<file path="config.mk">
export PLATFORM = sky130hd
export DESIGN_NAME = servo_pwm_drive
export DESIGN_NICKNAME = d
export VERILOG_FILES = /design/src/rtl/servo_pwm_pkg.sv /design/src/rtl/servo_drive_sum.sv /design/src/rtl/servo_pwm_timebase.sv /design/src/rtl/servo_pwm_latch.sv /design/src/rtl/servo_pwm_output.sv /design/src/rtl/servo_pwm_drive.sv
export SDC_FILE = /design/constraint.sdc
export NUM_CORES = 1
export LEC_CHECK = 0
export ABC_AREA = 1
export BUFFER_PORTS_ARGS = -buffer_cell sky130_fd_sc_hd__buf_2
export CAP_MARGIN = 40
export CORE_ASPECT_RATIO = 0.8
export CORE_MARGIN = 2
export CORE_UTILIZATION = 35
export DETAILED_ROUTE_END_ITERATION = 8
export SLEW_MARGIN = 20
export SYNTH_ARGS = -nofsm -noshare
export SYNTH_HDL_FRONTEND = slang
export SYNTH_HIERARCHICAL = 1
export SYNTH_SLANG_ARGS = --single-unit
</file>
<file path="constraint.sdc">
create_clock -name clk -period 1.7 [get_ports clk]
set_clock_uncertainty 0.05 [all_clocks]
set_input_delay 0.255 -clock clk [delete_from_list [all_inputs] [get_ports clk]]
set_output_delay 0.255 -clock clk [all_outputs]
set_load 0.1 [all_outputs]
</file>
<file path="src/rtl/servo_pwm_pkg.sv">
package servo_pwm_pkg;

  // Saturating limit of a wide signed value to [lo, hi].
  function automatic int clamp_int(input int v, input int lo, input int hi);
    int r;
    r = v;
    if (r > hi) r = hi;
    if (r < lo) r = lo;
    return r;
  endfunction

  // Magnitude of a signed value.
  function automatic int mag_int(input int v);
    return (v < 0) ? -v : v;
  endfunction

  // Smallest duty count that is at least num/den of the period.
  function automatic int sat_threshold(input int period, input int num, input int den);
    return (period * num + den - 1) / den;
  endfunction

endpackage

</file>
<file path="src/rtl/servo_drive_sum.sv">
module servo_drive_sum #(
  parameter int CMD_W      = 8,
  parameter int GAIN_SHIFT = 1
) (
  input  logic signed [CMD_W-1:0] pos_err,
  input  logic signed [CMD_W-1:0] vel_fb,
  output logic signed [CMD_W-1:0] cmd
);
  import servo_pwm_pkg::*;

  localparam int CMD_MAX = (1 <<< (CMD_W-1)) - 1;
  localparam int CMD_MIN = -(1 <<< (CMD_W-1));

  int raw_sum;
  int lim_sum;

  always_comb begin
    raw_sum = (int'(pos_err) * (1 <<< GAIN_SHIFT)) - int'(vel_fb);
    lim_sum = clamp_int(raw_sum, CMD_MIN, CMD_MAX);
    cmd     = CMD_W'(lim_sum);
  end

endmodule

</file>
<file path="src/rtl/servo_pwm_timebase.sv">
module servo_pwm_timebase #(
  parameter int CNT_W = 7
) (
  input  logic             clk,
  input  logic             rst_n,
  output logic [CNT_W-1:0] cnt,
  output logic             period_end
);
  localparam logic [CNT_W-1:0] LAST = '1;

  assign period_end = (cnt == LAST);

  always_ff @(posedge clk or negedge rst_n) begin
    if (!rst_n)          cnt <= '0;
    else if (period_end) cnt <= '0;
    else                 cnt <= cnt + 1'b1;
  end

endmodule

</file>
<file path="src/rtl/servo_pwm_latch.sv">
module servo_pwm_latch #(
  parameter int CMD_W   = 8,
  parameter int CNT_W   = 7,
  parameter int SAT_NUM = 9,
  parameter int SAT_DEN = 10
) (
  input  logic                    clk,
  input  logic                    rst_n,
  input  logic                    load,
  input  logic signed [CMD_W-1:0] cmd,
  output logic [CNT_W-1:0]        duty,
  output logic                    neg,
  output logic                    sat
);
  import servo_pwm_pkg::*;

  localparam int PERIOD   = 1 << CNT_W;
  localparam int DUTY_MAX = PERIOD - 1;
  localparam int SAT_TH   = sat_threshold(PERIOD, SAT_NUM, SAT_DEN);

  int               mag_lim;
  logic [CNT_W-1:0] duty_d;
  logic             sat_d;

  always_comb begin
    mag_lim = clamp_int(mag_int(int'(cmd)), 0, DUTY_MAX);
    duty_d  = CNT_W'(mag_lim);
    sat_d   = (mag_lim >= SAT_TH);
  end

  always_ff @(posedge clk or negedge rst_n) begin
    if (!rst_n) begin
      duty <= '0;
      neg  <= 1'b0;
      sat  <= 1'b0;
    end else if (load) begin
      duty <= duty_d;
      neg  <= cmd[CMD_W-1];
      sat  <= sat_d;
    end
  end

endmodule

</file>
<file path="src/rtl/servo_pwm_output.sv">
module servo_pwm_output #(
  parameter int CNT_W = 7
) (
  input  logic [CNT_W-1:0] cnt,
  input  logic [CNT_W-1:0] duty,
  input  logic             blank,
  output logic             pulse
);
  logic in_on_phase;

  assign in_on_phase = (cnt < duty);
  assign pulse       = in_on_phase && !blank;

endmodule

</file>
<file path="src/rtl/servo_pwm_drive.sv">
module servo_pwm_drive #(
  parameter int CMD_W      = 8,
  parameter int CNT_W      = 7,
  parameter int GAIN_SHIFT = 1,
  parameter int SAT_NUM    = 9,
  parameter int SAT_DEN    = 10
) (
  input  logic                    clk,
  input  logic                    rst_n,
  input  logic signed [CMD_W-1:0] pos_err,
  input  logic signed [CMD_W-1:0] vel_fb,
  input  logic                    overflow,
  output logic                    pwm_out,
  output logic                    motor_dir,
  output logic                    sat_warn
);

  logic signed [CMD_W-1:0] cmd_w;
  logic [CNT_W-1:0]        cnt_w;
  logic                    boundary_w;
  logic [CNT_W-1:0]        duty_w;

  servo_drive_sum #(.CMD_W(CMD_W), .GAIN_SHIFT(GAIN_SHIFT)) sum_i (
    .pos_err (pos_err),
    .vel_fb  (vel_fb),
    .cmd     (cmd_w)
  );

  servo_pwm_timebase #(.CNT_W(CNT_W)) tb_i (
    .clk        (clk),
    .rst_n      (rst_n),
    .cnt        (cnt_w),
    .period_end (boundary_w)
  );

  servo_pwm_latch #(
    .CMD_W(CMD_W), .CNT_W(CNT_W), .SAT_NUM(SAT_NUM), .SAT_DEN(SAT_DEN)
  ) latch_i (
    .clk   (clk),
    .rst_n (rst_n),
    .load  (boundary_w),
    .cmd   (cmd_w),
    .duty  (duty_w),
    .neg   (motor_dir),
    .sat   (sat_warn)
  );

  servo_pwm_output #(.CNT_W(CNT_W)) out_i (
    .cnt   (cnt_w),
    .duty  (duty_w),
    .blank (overflow),
    .pulse (pwm_out)
  );

endmodule

</file>
==> impl_metrics.csv <==
group,metric,value,unit
synth,mappedNetlistArea,1650,um^2
outcome,outcome,"finished, violations left",
worst_setup_path,worst_setup_path_start_kind,"primary input",
detailed_routing,postRouteWirelength,4220,um
floorplan,start_util,36.1,%
timing,fin_crit_sh,129,%
clock_network,cts.path.max_buffers,2,
worst_setup_path,r2r_end,"latch_i/duty[5]",
worst_setup_path,worstReg2RegStart,"tb_i/cnt[1]",
power_and_ir_drop,post-layout-total-power,1700,uW
clock_network,cts-htree-levels,1,
placement,gp_routability_congestion,0.783,
finish,layout.cells.most_common,"sky130_fd_sc_hd__nand2_1",
clock_network,clock_insertion_delay_worst_skew,0.24,ns
floorplan,die-width,80.7,um
finish,utilization,61.5,%
clock_network,clkTransAtPathRegs,0.06,ns
power_and_ir_drop,part_of_the_power_in_combinational_logic,61.8,%
clock_network,cts_tree,"built",
synth,post_synth_inst_count,254,
run,cap_viol_max_count,0,
synth,post_synth_num_cell_types,29,
global_route,grt_pass1_wl,6730,um
timing,tightest_slew,0.490,ns
worst_setup_path,worst_ep_arrival_time,2.27,ns
worst_setup_path,cpLargestDelayFamily,"simple AND/OR/NAND/NOR gates",
finish,layout.filler_cells,400,
clock_network,cts_num_sinks,16,
power_and_ir_drop,internal_power,1020,uW
placement,area_post_placement,2190,um^2
worst_setup_path,crit_path_max_incr_delay,0.28,ns
worst_setup_path,crit_cells,20,
power_and_ir_drop,net_switching_share_of_the_total_power,39.7,%
detailed_routing,ant_nets,0,
worst_setup_path,worstPathCellList,"buf_2, ha_4, inv_4, nand2_4, nand2_4, o21ai_4, nand2_1, nand2_2, inv_2, nand2_4, nand2_4, nand2_4, inv_4, ha_4, inv_2, nand2_2, xnor2_2, o21ai_2, buf_4, nand2_2",
worst_setup_path,cell_with_the_most_instances_on_the_worst_path,"sky130_fd_sc_hd__nand2_4",
floorplan,die_area,5280,um^2
power_and_ir_drop,power.ir.vdd_worst,0.348,mV
global_route,grt_antenna_before_repair,0,
detailed_routing,routed-via-count,1708,
detailed_routing,wire_length_per_cell_after_detailed_routing,11.1,um
finish,antenna_diode_count,0,
detailed_routing,detail_route.drc_violations,0,
global_route,grt_overflow_total,0,
detailed_routing,detail_route.iter0.violations,54,
placement,place_hpwl,2950,um
timing,final_period_minus_worst_setup_slack,2.19,ns
finish,finish.net_count,358,
power_and_ir_drop,power_per_cell_area,604,nW/um^2
timing,finalMaxSlewViolations,0,
timing,timing_hold_violations_final,0,
synth,number_of_flip_flops_and_latches_in_the_synthesized_netlist,16,
timing,worst_slack,-0.488,ns
worst_setup_path,path_max_fanout,6,
power_and_ir_drop,static_power_due_to_leakage,0.00148,uW
synth,syn_nets,290,
placement,io_buffer_count,21,
detailed_routing,drt-pass1-iter-count,4,
timing,grt_setup_unrepaired,"true",
global_route,grt_pass1_vias,1642,
timing,max_slew_headroom_at_the_worst_pin,67.6,%
floorplan,die_height,65.4,um
clock_network,tritoncts.num_buffers,3,
finish,flow.area_growth_from_synthesis,70.5,%
timing,setup_viol_count_final,9,
worst_setup_path,ws_path_type,"primary input to register",
worst_setup_path,worst-r2r-cell-count,10,
finish,mostFrequentLayoutCells,"sky130_fd_sc_hd__nand2_1, sky130_fd_sc_hd__buf_4, sky130_fd_sc_hd__nand2_2",
hold_path,timing.hold.worst.class,"primary input to async pin",
power_and_ir_drop,power.share.sequential,22.4,%
floorplan,floorplan.io_pins,22,
synth,seq_area_frac_synth,24.3,%
power_and_ir_drop,clock_power_share,15.8,%
detailed_routing,vias_per_cell,4.49,
worst_setup_path,cp_data_required_time,1.78,ns
synth,synth.yosys.warnings,6,
outcome,failed_checks,"negative setup slack",
finish,final_design_area_no_fill,2810,um^2
finish,final_layout_size_suffix_gt1_share,55.3,%
timing,achievable-frequency,457,MHz
worst_setup_path,crit_path_top_delay_cell,"sky130_fd_sc_hd__ha_4",
clock_network,clock_root_buffer,"sky130_fd_sc_hd__clkbuf_8",
floorplan,placementRows,22,
global_route,grt_use_total,15.7,%
timing,timing.hold.ws,0.393,ns
floorplan,core,4570,um^2
power_and_ir_drop,power.switching,675,uW
worst_setup_path,reg2reg_setup_slack,0.13,ns
synth,post_synth.cell_area_avg,6.49,um^2
timing,timing.setup.tns,-3.39,ns
global_route,grt_start_max_net_pins,17,
worst_setup_path,critical_path.endpoint_type,"register",
worst_setup_path,cp.buffers_inverters,6,
==> metrics by stage <==
| step | setup slack, ns | cells |
|---|---|---|
| after global placement | -0.825 | 357 |
| after floorplan | -0.423 | 254 |
| final | -0.488 | 380 |
| after CTS | -0.438 | 375 |
| after detailed placement | -0.839 | 357 |
| after global routing | -0.598 | 380 |
==> cell families after synthesis <==
family | share of synthesized area (%)
simple gates | 37.6
buf+inv | 13.0
fa+ha+maj | 13.4
flops | 24.3
compound gates | 6.30
xor+xnor | 4.25
mux | 1.21
==> repair_timing <==
item                                    4_1_cts  5_1_grt
resized for setup                            57       56
endpoints found under the hold margin        16        0
endpoints found under the setup margin        9       10
hold buffers                                  1        0
buffers inserted                             14        5
pin swaps                                    39       45
==> cell type report <==
cell class / count / area, um^2 / area share [%]
tap: 60 / 75.1 / 2.67
clock buffer: 3 / 41.3 / 1.47
timing repair buffer: 65 / 551 / 19.6
inverter: 52 / 238 / 8.46
multi-input combinational: 184 / 1510 / 53.6
sequential: 16 / 400 / 14.2
==> registers in the layout, summed over array words and instances (netlist names) <==
name and count:
latch_i/neg 1, latch_i/duty 7, latch_i/sat 1, tb_i/cnt 7
==> metal layers <==
layer,global-route usage (%),vias to the layer above,part of all wire [%]
met5,0,-,0
met4,1.91,0,1.4
met3,1.24,6,1.8
met2,26.7,18,49
met1,22.5,784,47
li1,-,900,-
==> how the worst max path moves through the flow <==
stage                     slack [ns]        from         endpoint
after floorplan                -0.42   vel_fb[1]      latch_i/sat
after global placement         -0.83   vel_fb[1]      latch_i/sat
after detailed placement       -0.84   vel_fb[5]      latch_i/sat
after CTS                      -0.44   vel_fb[3]  latch_i/duty[2]
after global routing           -0.60   vel_fb[0]      latch_i/sat
final                          -0.49  pos_err[1]  latch_i/duty[2]
==> power by group through the flow <==
stage | logic [uW] | clock network [uW] | registers, uW
2_1_floorplan | 471 | 0 | 388
3_3_place_gp | 672 | 0 | 388
3_5_place_dp | 684 | 0 | 388
4_1_cts | 846 | 272 | 381
5_1_grt | 1140 | 297 | 381
6_report | 1050 | 268 | 381
==> synth_stat cells <==
cell,number,area (um^2)
sky130_fd_sc_hd__xor2_1,3,26.3
sky130_fd_sc_hd__o21ai_2,1,8.76
sky130_fd_sc_hd__clkinv_1,2,7.51
sky130_fd_sc_hd__inv_2,4,15.0
sky130_fd_sc_hd__o21ai_1,1,5.00
sky130_fd_sc_hd__inv_1,46,173
sky130_fd_sc_hd__nand3_2,1,10.0
sky130_fd_sc_hd__nor2_2,3,18.8
sky130_fd_sc_hd__nand2_4,2,22.5
sky130_fd_sc_hd__o21ai_0,2,10.0
sky130_fd_sc_hd__nand3_4,1,17.5
sky130_fd_sc_hd__nand2_2,5,31.3
sky130_fd_sc_hd__fa_1,1,20.0
sky130_fd_sc_hd__buf_4,1,7.51
sky130_fd_sc_hd__xnor2_1,5,43.8
sky130_fd_sc_hd__nor2_1,19,71.3
sky130_fd_sc_hd__nor3b_1,1,7.51
sky130_fd_sc_hd__a21oi_1,1,5.00
sky130_fd_sc_hd__a21oi_2,5,43.8
sky130_fd_sc_hd__nand3b_1,1,7.51
sky130_fd_sc_hd__dfrtp_1,16,400
sky130_fd_sc_hd__a31oi_1,2,12.5
sky130_fd_sc_hd__mux2i_1,2,20.0
sky130_fd_sc_hd__nand2_1,93,349
sky130_fd_sc_hd__ha_1,16,200
sky130_fd_sc_hd__buf_6,1,11.3
sky130_fd_sc_hd__o21bai_1,1,7.51
sky130_fd_sc_hd__o21bai_2,1,11.3
sky130_fd_sc_hd__nand3_1,17,85.1
Note: power is estimated with default switching activity, not from simulation.
